[config.mk]
export PLATFORM = sky130hd
export DESIGN_NAME = dsp_agu
export DESIGN_NICKNAME = d
export VERILOG_FILES = /design/src/rtl/agu_pkg.sv /design/src/rtl/agu_offset.sv /design/src/rtl/agu_mode_lookup.sv /design/src/rtl/agu_update.sv /design/src/rtl/dsp_agu.sv
export SDC_FILE = /design/constraint.sdc
export NUM_CORES = 1
export LEC_CHECK = 0
export ABC_CLOCK_PERIOD_IN_PS = 1700
export BUFFER_PORTS_ARGS = -buffer_cell sky130_fd_sc_hd__buf_2
export CAP_MARGIN = 20
export CORE_ASPECT_RATIO = 0.8
export CORE_MARGIN = 3
export CORE_UTILIZATION = 50
export CTS_CLUSTER_SIZE = 40
export DETAILED_ROUTE_END_ITERATION = 10
export HOLD_SLACK_MARGIN = 0.15
export PLACE_DENSITY_LB_ADDON = 0.2
export SLEW_MARGIN = 20
export SYNTH_ARGS = -nofsm -noshare
export SYNTH_HDL_FRONTEND = slang
export SYNTH_HIERARCHICAL = 1
export SYNTH_SLANG_ARGS = --single-unit
[constraint.sdc]
create_clock -name clk_i -period 1.7 [get_ports clk_i]
set_input_delay 0.425 -clock clk_i [delete_from_list [all_inputs] [get_ports clk_i]]
set_output_delay 0.425 -clock clk_i [all_outputs]
set_load 0.01 [all_outputs]
[src/rtl/agu_pkg.sv]
package agu_pkg;
  typedef enum logic [1:0] {
    AM_LIN   = 2'b00,
    AM_CIRC0 = 2'b01,
    AM_CIRC1 = 2'b10,
    AM_RSVD  = 2'b11
  } am_e;

  localparam logic [2:0] MOD_POS   = 3'd0;
  localparam logic [2:0] MOD_NEG   = 3'd1;
  localparam logic [2:0] MOD_PREI  = 3'd2;
  localparam logic [2:0] MOD_PRED  = 3'd3;
  localparam logic [2:0] MOD_POSTI = 3'd4;
  localparam logic [2:0] MOD_POSTD = 3'd5;
endpackage

[src/rtl/agu_offset.sv]
module agu_offset #(
  parameter int unsigned AW    = 32,
  parameter int unsigned IMM_W = 5
) (
  input  logic             sel_i,
  input  logic [AW-1:0]    reg_i,
  input  logic [IMM_W-1:0] imm_i,
  input  logic [1:0]       size_i,
  output logic [AW-1:0]    off_o
);
  logic [AW-1:0] raw;

  always_comb begin
    raw = sel_i ? reg_i : AW'(imm_i);
    unique case (size_i)
      2'd0:    off_o = raw;
      2'd1:    off_o = raw << 1;
      2'd2:    off_o = raw << 2;
      default: off_o = raw << 3;
    endcase
  end
endmodule

[src/rtl/agu_mode_lookup.sv]
module agu_mode_lookup
  import agu_pkg::*;
#(
  parameter int unsigned AW      = 32,
  parameter int unsigned IDX_W   = 4,
  parameter int unsigned SIDES   = 2,
  parameter int unsigned CIRC_LO = 4,
  parameter int unsigned CIRC_N  = 4,
  parameter int unsigned BK_W    = 5,
  localparam int unsigned SIDE_W = (SIDES > 1) ? $clog2(SIDES) : 1,
  localparam int unsigned NREG   = SIDES * CIRC_N,
  localparam int unsigned MODE_W = 2 * NREG
) (
  input  logic [SIDE_W-1:0] side_i,
  input  logic [IDX_W-1:0]  idx_i,
  input  logic [MODE_W-1:0] cfg_mode_i,
  input  logic [BK_W-1:0]   bk0_i,
  input  logic [BK_W-1:0]   bk1_i,
  output logic              circ_o,
  output logic [AW-1:0]     mask_o
);
  logic [NREG-1:0] hit;
  logic [1:0]      fld_v [NREG];

  for (genvar s = 0; s < SIDES; s++) begin : g_side
    for (genvar r = 0; r < CIRC_N; r++) begin : g_reg
      localparam int unsigned K = s * CIRC_N + r;
      assign hit[K]   = (side_i == SIDE_W'(s)) && (idx_i == IDX_W'(CIRC_LO + r));
      assign fld_v[K] = hit[K] ? cfg_mode_i[2*K +: 2] : 2'b00;
    end
  end

  am_e             mode;
  logic [BK_W-1:0] bk;

  always_comb begin
    logic [1:0] acc;
    acc = 2'b00;
    for (int k = 0; k < int'(NREG); k++) acc = acc | fld_v[k];
    mode   = am_e'(acc);
    circ_o = (mode == AM_CIRC0) || (mode == AM_CIRC1);
    bk     = (mode == AM_CIRC1) ? bk1_i : bk0_i;
    if (32'(bk) + 32'd1 >= 32'(AW)) mask_o = '1;
    else                            mask_o = (AW'(1) << (32'(bk) + 32'd1)) - AW'(1);
  end
endmodule

[src/rtl/agu_update.sv]
module agu_update
  import agu_pkg::*;
#(
  parameter int unsigned AW = 32
) (
  input  logic [AW-1:0] base_i,
  input  logic [AW-1:0] off_i,
  input  logic [2:0]    mod_i,
  input  logic          circ_i,
  input  logic [AW-1:0] mask_i,
  output logic [AW-1:0] addr_o,
  output logic [AW-1:0] base_new_o,
  output logic          wb_o
);
  logic          dec;
  logic [AW-1:0] sum, upd;

  always_comb begin
    dec = (mod_i == MOD_NEG) || (mod_i == MOD_PRED) || (mod_i == MOD_POSTD);
    sum = dec ? (base_i - off_i) : (base_i + off_i);
    // circular: keep upper bits, wrap lower bits inside the block
    upd = circ_i ? ((base_i & ~mask_i) | (sum & mask_i)) : sum;
    unique case (mod_i)
      MOD_PREI, MOD_PRED: begin
        addr_o = upd; base_new_o = upd; wb_o = 1'b1;
      end
      MOD_POSTI, MOD_POSTD: begin
        addr_o = base_i; base_new_o = upd; wb_o = 1'b1;
      end
      default: begin
        addr_o = upd; base_new_o = base_i; wb_o = 1'b0;
      end
    endcase
  end
endmodule

[src/rtl/dsp_agu.sv]
module dsp_agu #(
  parameter int unsigned AW      = 32,
  parameter int unsigned IMM_W   = 5,
  parameter int unsigned IDX_W   = 4,
  parameter int unsigned SIDES   = 2,
  parameter int unsigned CIRC_LO = 4,
  parameter int unsigned CIRC_N  = 4,
  parameter int unsigned BK_W    = 5,
  localparam int unsigned SIDE_W = (SIDES > 1) ? $clog2(SIDES) : 1,
  localparam int unsigned MODE_W = 2 * SIDES * CIRC_N
) (
  input  logic              clk_i,
  input  logic              rst_ni,
  input  logic              req_i,
  input  logic [SIDE_W-1:0] side_i,
  input  logic [IDX_W-1:0]  base_idx_i,
  input  logic [AW-1:0]     base_i,
  input  logic              off_sel_i,
  input  logic [AW-1:0]     off_reg_i,
  input  logic [IMM_W-1:0]  off_imm_i,
  input  logic [1:0]        size_i,
  input  logic [2:0]        mod_i,
  input  logic [MODE_W-1:0] cfg_mode_i,
  input  logic [BK_W-1:0]   cfg_bk0_i,
  input  logic [BK_W-1:0]   cfg_bk1_i,
  output logic              valid_o,
  output logic [AW-1:0]     addr_o,
  output logic [AW-1:0]     base_new_o,
  output logic              wb_en_o
);
  logic [AW-1:0] off_s, mask, addr_d, base_d;
  logic          circ, wb_d;

  agu_offset #(.AW(AW), .IMM_W(IMM_W)) i_offset (
    .sel_i (off_sel_i),
    .reg_i (off_reg_i),
    .imm_i (off_imm_i),
    .size_i(size_i),
    .off_o (off_s)
  );

  agu_mode_lookup #(
    .AW(AW), .IDX_W(IDX_W), .SIDES(SIDES),
    .CIRC_LO(CIRC_LO), .CIRC_N(CIRC_N), .BK_W(BK_W)
  ) i_lookup (
    .side_i    (side_i),
    .idx_i     (base_idx_i),
    .cfg_mode_i(cfg_mode_i),
    .bk0_i     (cfg_bk0_i),
    .bk1_i     (cfg_bk1_i),
    .circ_o    (circ),
    .mask_o    (mask)
  );

  agu_update #(.AW(AW)) i_update (
    .base_i    (base_i),
    .off_i     (off_s),
    .mod_i     (mod_i),
    .circ_i    (circ),
    .mask_i    (mask),
    .addr_o    (addr_d),
    .base_new_o(base_d),
    .wb_o      (wb_d)
  );

  always_ff @(posedge clk_i or negedge rst_ni) begin
    if (!rst_ni) begin
      valid_o    <= 1'b0;
      wb_en_o    <= 1'b0;
      addr_o     <= '0;
      base_new_o <= '0;
    end else begin
      valid_o <= req_i;
      wb_en_o <= req_i & wb_d;
      if (req_i) begin
        addr_o     <= addr_d;
        base_new_o <= base_d;
      end
    end
  end
endmodule

After elaboration in Yosys (flattened, before gate mapping)
Index checks and enable logic that the tools add are counted.

storage, ports and cells
  output and inout port bits = 66
  word-level logic and storage cells = 67
  register bits after elaboration = 66
  bits of input ports = 109

cells by class
  add/subtract/negate cells = 4
  bitwise gates (word level) = 13
  shift-type cells = 1
  reductions and logical operators = 14
  equal/unequal tests = 13
  magnitude comparators = 1
  multiplexer cells = 17

operators by type and width
  cell                   count
  $mux 32                6
  $pmux 32 s3            1
  $and 32x32->32         2
  $add 32x32->32         1
  $ge 32x6->1 const B    1
  $not 32->32            1
  $or 32x32->32          1
  $shl 1x6->32 const A   1
  $sub 32x2->32 const B  1
  $sub 32x32->32         1
  $eq 4x3->1 const B     4
  $mux 2                 8
  $or 2x2->2             7
  $logic_and 1x1->1      8
  $add 5x1->6 const B    1
  $eq 3x2->1 const B     2
  $eq 3x3->1 const B     2
  $mux 5                 1
  $eq 2x1->1 const B     2
  $eq 2x2->1 const B     2
  $reduce_or 4->1        1
  $eq 3x1->1 const B     1
  $logic_or 1x1->1       3
  $logic_not 2->1        1
  4 further kinds        4

Longest topological paths before layout
  word-level depth = 21
  depth in mapped cells = 22
  depth with buffers taken out = 20

By module
The synthesis kept the hierarchy.

modules (own cells, without submodules)
  module           instances  sequential area each (um^2)  area each (um^2)  cells each
  agu_update       1          0.0                          3778.6            566
  dsp_agu          1          1651.6                       2635.0            138
  agu_mode_lookup  1          0.0                          1260.0            183
  agu_offset       1          0.0                          1007.2            89

Worst setup path before layout
OpenSTA, ideal clock, no wires.

  path type = input to register
  start = input port size_i[1]
  end = register base_new_o[28]
  data required time = 1575 ps
  arrival = 4708 ps
  slack = -3133 ps
  stages on the path = 20
  path buffers = 3
  setup time = 125 ps
  cell sequence = buf_4 > buf_2 > mux4_2 > and2_1 > or4_4 > nor2_2 > or4b_1 > nor2_1 > a21oi_1 > xnor2_1 > ha_1 > clkbuf_1 > a21o_1 > a21o_1 > a221oi_1 > o31ai_1 > a31oi_1 > xnor2_1 > mux2_2 > mux2_4

between the ends
  longest elaborated chain between the ends = 8
  elaborated cells on any way between the ends = 11
  those cells by class = add/sub: 2; eq/ne: 2; mux: 4; bitwise: 2; reduce/logical: 1

RTL lines
  item                                                     RTL line          text
  from (decl)                                              dsp_agu.sv:21     input logic [1:0] size_i,
  $eq 2x2->1 (tied with other cells)                       agu_offset.sv:15  unique case (size_i)
  $pmux 32 s3 *                                            agu_offset.sv:15
  named net off_s[12]                                      dsp_agu.sv:31     logic [AW-1:0] off_s, mask, addr_d, base_d;
  $add 32x32->32 / $sub 32x32->32 (equally long branches)  agu_update.sv:20  sum = dec ? (base_i - off_i) : (base_i + off_i);
  $mux 32 *                                                agu_update.sv:20
  $and 32x32->32                                           agu_update.sv:22  upd = circ_i ? ((base_i & ~mask_i) | (sum & mask_i)) : sum;
  $or 32x32->32                                            agu_update.sv:22
  $mux 32 *                                                agu_update.sv:22
  $mux 32 *                                                agu_update.sv:23  unique case (mod_i)
  named net base_d[28]                                     dsp_agu.sv:31
  to (signal assigned)                                     dsp_agu.sv:77     base_new_o <= base_d;
  to (decl)                                                dsp_agu.sv:28     output logic [AW-1:0] base_new_o,

The timed path passes the listed nets; every way through them passes the cells marked *.
A chain may end at the register's enable or synchronous reset.

Worst setup path in the final report
  start = input port off_sel_i
  end = register base_new_o[31]

between the ends
  longest elaborated chain between the ends = 8
  elaborated cells on any way between the ends = 9
  those cells by class = add/sub: 2; mux: 5; bitwise: 2

RTL lines
  item                                                     RTL line          text
  from (decl)                                              dsp_agu.sv:18     input logic off_sel_i,
  $mux 32 *                                                agu_offset.sv:14  raw = sel_i ? reg_i : AW'(imm_i);
  $pmux 32 s3 *                                            agu_offset.sv:15
  named net off_s[3]                                       dsp_agu.sv:31
  $add 32x32->32 / $sub 32x32->32 (equally long branches)  agu_update.sv:20
  $mux 32 *                                                agu_update.sv:20
  $and 32x32->32                                           agu_update.sv:22
  $or 32x32->32                                            agu_update.sv:22
  $mux 32 *                                                agu_update.sv:22
  $mux 32 *                                                agu_update.sv:23
  named net base_d[31]                                     dsp_agu.sv:31

Marks and branches as above.

==> impl_metrics.json <==
{
  "critPathLaunchType": "input pin",
  "root_buffer": "clkbuf_16",
  "setup_ws_ns": -2.87,
  "final_cell_mix": "buf_4, buf_2, mux2_4",
  "drive_gt1_frac": 0.643,
  "intPower_mw": 7.97,
  "fin_worst_skew_ns": 0,
  "synth-seq-cells": 66,
  "grt_max_degree": 67,
  "first_iter_violations": 926,
  "combPwrFrac": 0.651,
  "cap_violations": 0,
  "synth_edf_count": 0,
  "synth_simple_gate_area_frac": 0.220,
  "clkLatencyLatePin_ns": 0.35,
  "diodes": 0,
  "ir_drop_v": 0.000837,
  "leakage_nw": 6.70,
  "clk_path_buf_depth": 2,
  "synthMuxAreaShare": 0.263,
  "yosysTopAreaCell": "dfrtp_1",
  "async_reset_ff_frac": 1.00,
  "hp-class": "in -> reg",
  "synth-compound-area-share": 0.164,
  "grt_pass1_wl_mm": 51.6,
  "wl_per_cell_um": 22.7,
  "synth_cells": 976,
  "io_buffer_count": 174,
  "grt_use_total": 0.340,
  "placed_area_um2": 12300,
  "finalWirelength_mm": 37.9,
  "area_delta_synth_final_pct": 66.4,
  "cts_max_level": 3,
  "row_count": 42,
  "tightest_slew_ns": 0.571,
  "fmax_ghz": 0.219,
  "netlist_area_um2": 8680,
  "whs_path_depth": 4,
  "grt_pass1_vias": 9816,
  "max_slew_margin": 0.616,
  "cts_tree": "yes",
  "path_class": "in -> reg",
  "syn_avg_cell_area_um2": 8.89,
  "vias": 10400,
  "cts.reportedPaths.clkPinSlew_ns": 0.06,
  "nFillCells": 807,
  "design_area_um2": 14400,
  "worstPathArrival_ns": 4.80,
  "switching_share": 0.398,
  "fin_nets": 1588,
  "ys.flop_type": "dfrtp_1",
  "power_density_nw_per_um2": 916,
  "status": "finished, violations left",
  "cts_sinks": 66,
  "rsz0062_at_grt": "yes",
  "cts_made_buffers": 9,
  "synth.yosys.seq_area_share": 0.190,
  "power.switching_mw": 5.27,
  "crit_path_max_fanout": 6,
  "violations": "negative setup slack",
  "critPathCaptureType": "flop",
  "antenna_left": 0,
  "coreArea_um2": 16800,
  "antenna_found_initial": 0,
  "power.total_mw": 13.2,
  "cp_data_required_time_ns": 1.92,
  "grt_overflow": 0,
  "r2r.worst_path.cells": 1,
  "synth_top_family_by_area": "multiplexers",
  "seqPwrFrac": 0.190,
  "initial_utilization": 0.518,
  "synth_cell_type_count": 88,
  "final-hold-violation-count": 0,
  "synthTopCellsByArea": "dfrtp_1, mux2_2, mux2_4",
  "yosys_warnings": 6,
  "boundaryPins": 175,
  "setup_viol": 62,
  "synth_xor_area_frac": 0.0675,
  "first_pass_iters": 6,
  "gp_congestion": 0.938,
  "post-route-period-util": 2.69,
  "report.final.slew_viol_count": 0,
  "die_y_um": 124,
  "fp.dieW_um": 153,
  "period_needed_ns": 4.57,
  "synth.top_cell.area_share": 0.190,
  "detailed_place_hpwl_mm": 24.2,
  "die_area_um2": 19000,
  "via_per_inst": 6.26,
  "final_common_cell": "buf_4",
  "drc": 0,
  "p_clk_frac": 0.159,
  "synth_fa_ha_area_frac": 0.0513
}
==> cell families (layout without fill, tap and decap cells) <==
group	Yosys count	count (layout)
AND/OR/NAND/NOR	362	362
AO/OA/AOI/OAI	215	215
multiplexers	160	160
buffers and inverters	71	543
XOR/XNOR	66	66
flip-flops	66	66
adder cells (fa/ha/maj)	35	35
other	1	2
==> flip-flops by register name (all words and copies together) (netlist names) <==
name and flops:
base_new_o 32, valid_o 1, addr_o 32, wb_en_o 1
==> synthesized netlist by cell type, drive strengths merged (6+ instances only) <==
master  count
o211ai      6
clkbuf     24
buf        29
inv        18
nor2      110
nor4b       6
nand3      13
o31ai       9
nand4       6
dfrtp      66
mux2      121
nor2b      30
ha         34
and3        7
a21oi      67
mux4       28
xor2       29
a21boi      9
o21ai      48
nand2      86
a21o       11
nor3       18
mux2i      11
xnor2      37
o21a        7
nor4       11
nand2b     19
and2       30
nand3b      6
==> final cells by class <==
cell class	count	area, um^2	area share
repair buffers	509	3720	0.258
clock inverters	5	77.6	0.00537
inverters	18	75.1	0.00520
flip-flops and latches	66	1650	0.114
well taps	220	275	0.0191
clock buffers	11	243	0.0168
multi-input cells	840	8400	0.581
==> routing by layer <==
layer,GRT usage,part of all wire,vias up
li1,-,-,4529
met5,0,0,-
met1,0.459,0.39,5040
met3,0.0629,0.095,172
met2,0.569,0.46,706
met4,0.0874,0.046,0
==> power by group through the flow <==
stage                     combinational (mW)  clock, mW  sequential, mW
after floorplan                         3.82          0            2.71
after global placement                  6.66          0            2.46
after detailed placement                6.78          0            2.49
after CTS                               7.60       2.12            2.47
after global routing                    9.03       2.20            2.56
final                                   8.61       2.11            2.51
==> per-stage QoR <==
stage / instances / setup TNS (ns) / utilization / worst slack [ns] / hold slack (ns)
2_1_floorplan: 977 / -140.07 / - / -2.95 / 0.129
4_1_cts: 1655 / -138.21 / 0.814 / -2.75 / 0.475
3_5_place_dp: 1612 / -176.32 / 0.731 / -3.27 / 0.478
6_report: 1669 / -149.16 / 0.862 / -2.87 / 0.491
3_3_place_gp: 1612 / -173.14 / 0.731 / -3.17 / 0.474
5_1_grt: 1669 / -155.26 / 0.862 / -2.97 / 0.501
==> critical path: stages <==
cell and delay, ns:
buf_12 0.09, mux4_2 0.53, mux2_4 0.30, nor4_4 0.40, buf_4 0.17, and2_4 0.16
nand2_4 0.06, buf_6 0.13, o31ai_4 0.31, xor2_2 0.14, ha_4 0.33, and4_1 0.24
and3_1 0.18, o211ai_1 0.14, buf_4 0.17, a31oi_1 0.22, o21ai_2 0.10, xnor2_1 0.16
mux2_2 0.28, mux2_2 0.26
==> worst paths after layout <==
path | start | to | slack [ns]
min in group asynchronous | rst_ni | addr_o[15]$_DFFE_PN0P_ | 0.65
max in group asynchronous | rst_ni | valid_o$_DFF_PN0_ | 0.73
worst min register to register | base_new_o[15]$_DFFE_PN0P_ | base_new_o[15]$_DFFE_PN0P_ | 0.51
worst max register to register | addr_o[11]$_DFFE_PN0P_ | addr_o[11]$_DFFE_PN0P_ | 0.85
worst min-delay path | base_i[29] | addr_o[29]$_DFFE_PN0P_ | 0.49
worst max-delay path | off_sel_i | base_new_o[31]$_DFFE_PN0P_ | -2.87
==> what timing repair did <==
action | 4_1_cts | 5_1_grt
buffers inserted | 31 | 21
gates resized for setup | 200 | 143
hold buffers | 1 | 0
pin swaps | 100 | 95
endpoints found under the setup margin | 62 | 62
endpoints found under the hold margin | 66 | 0
(Power assumes the default switching activity.)
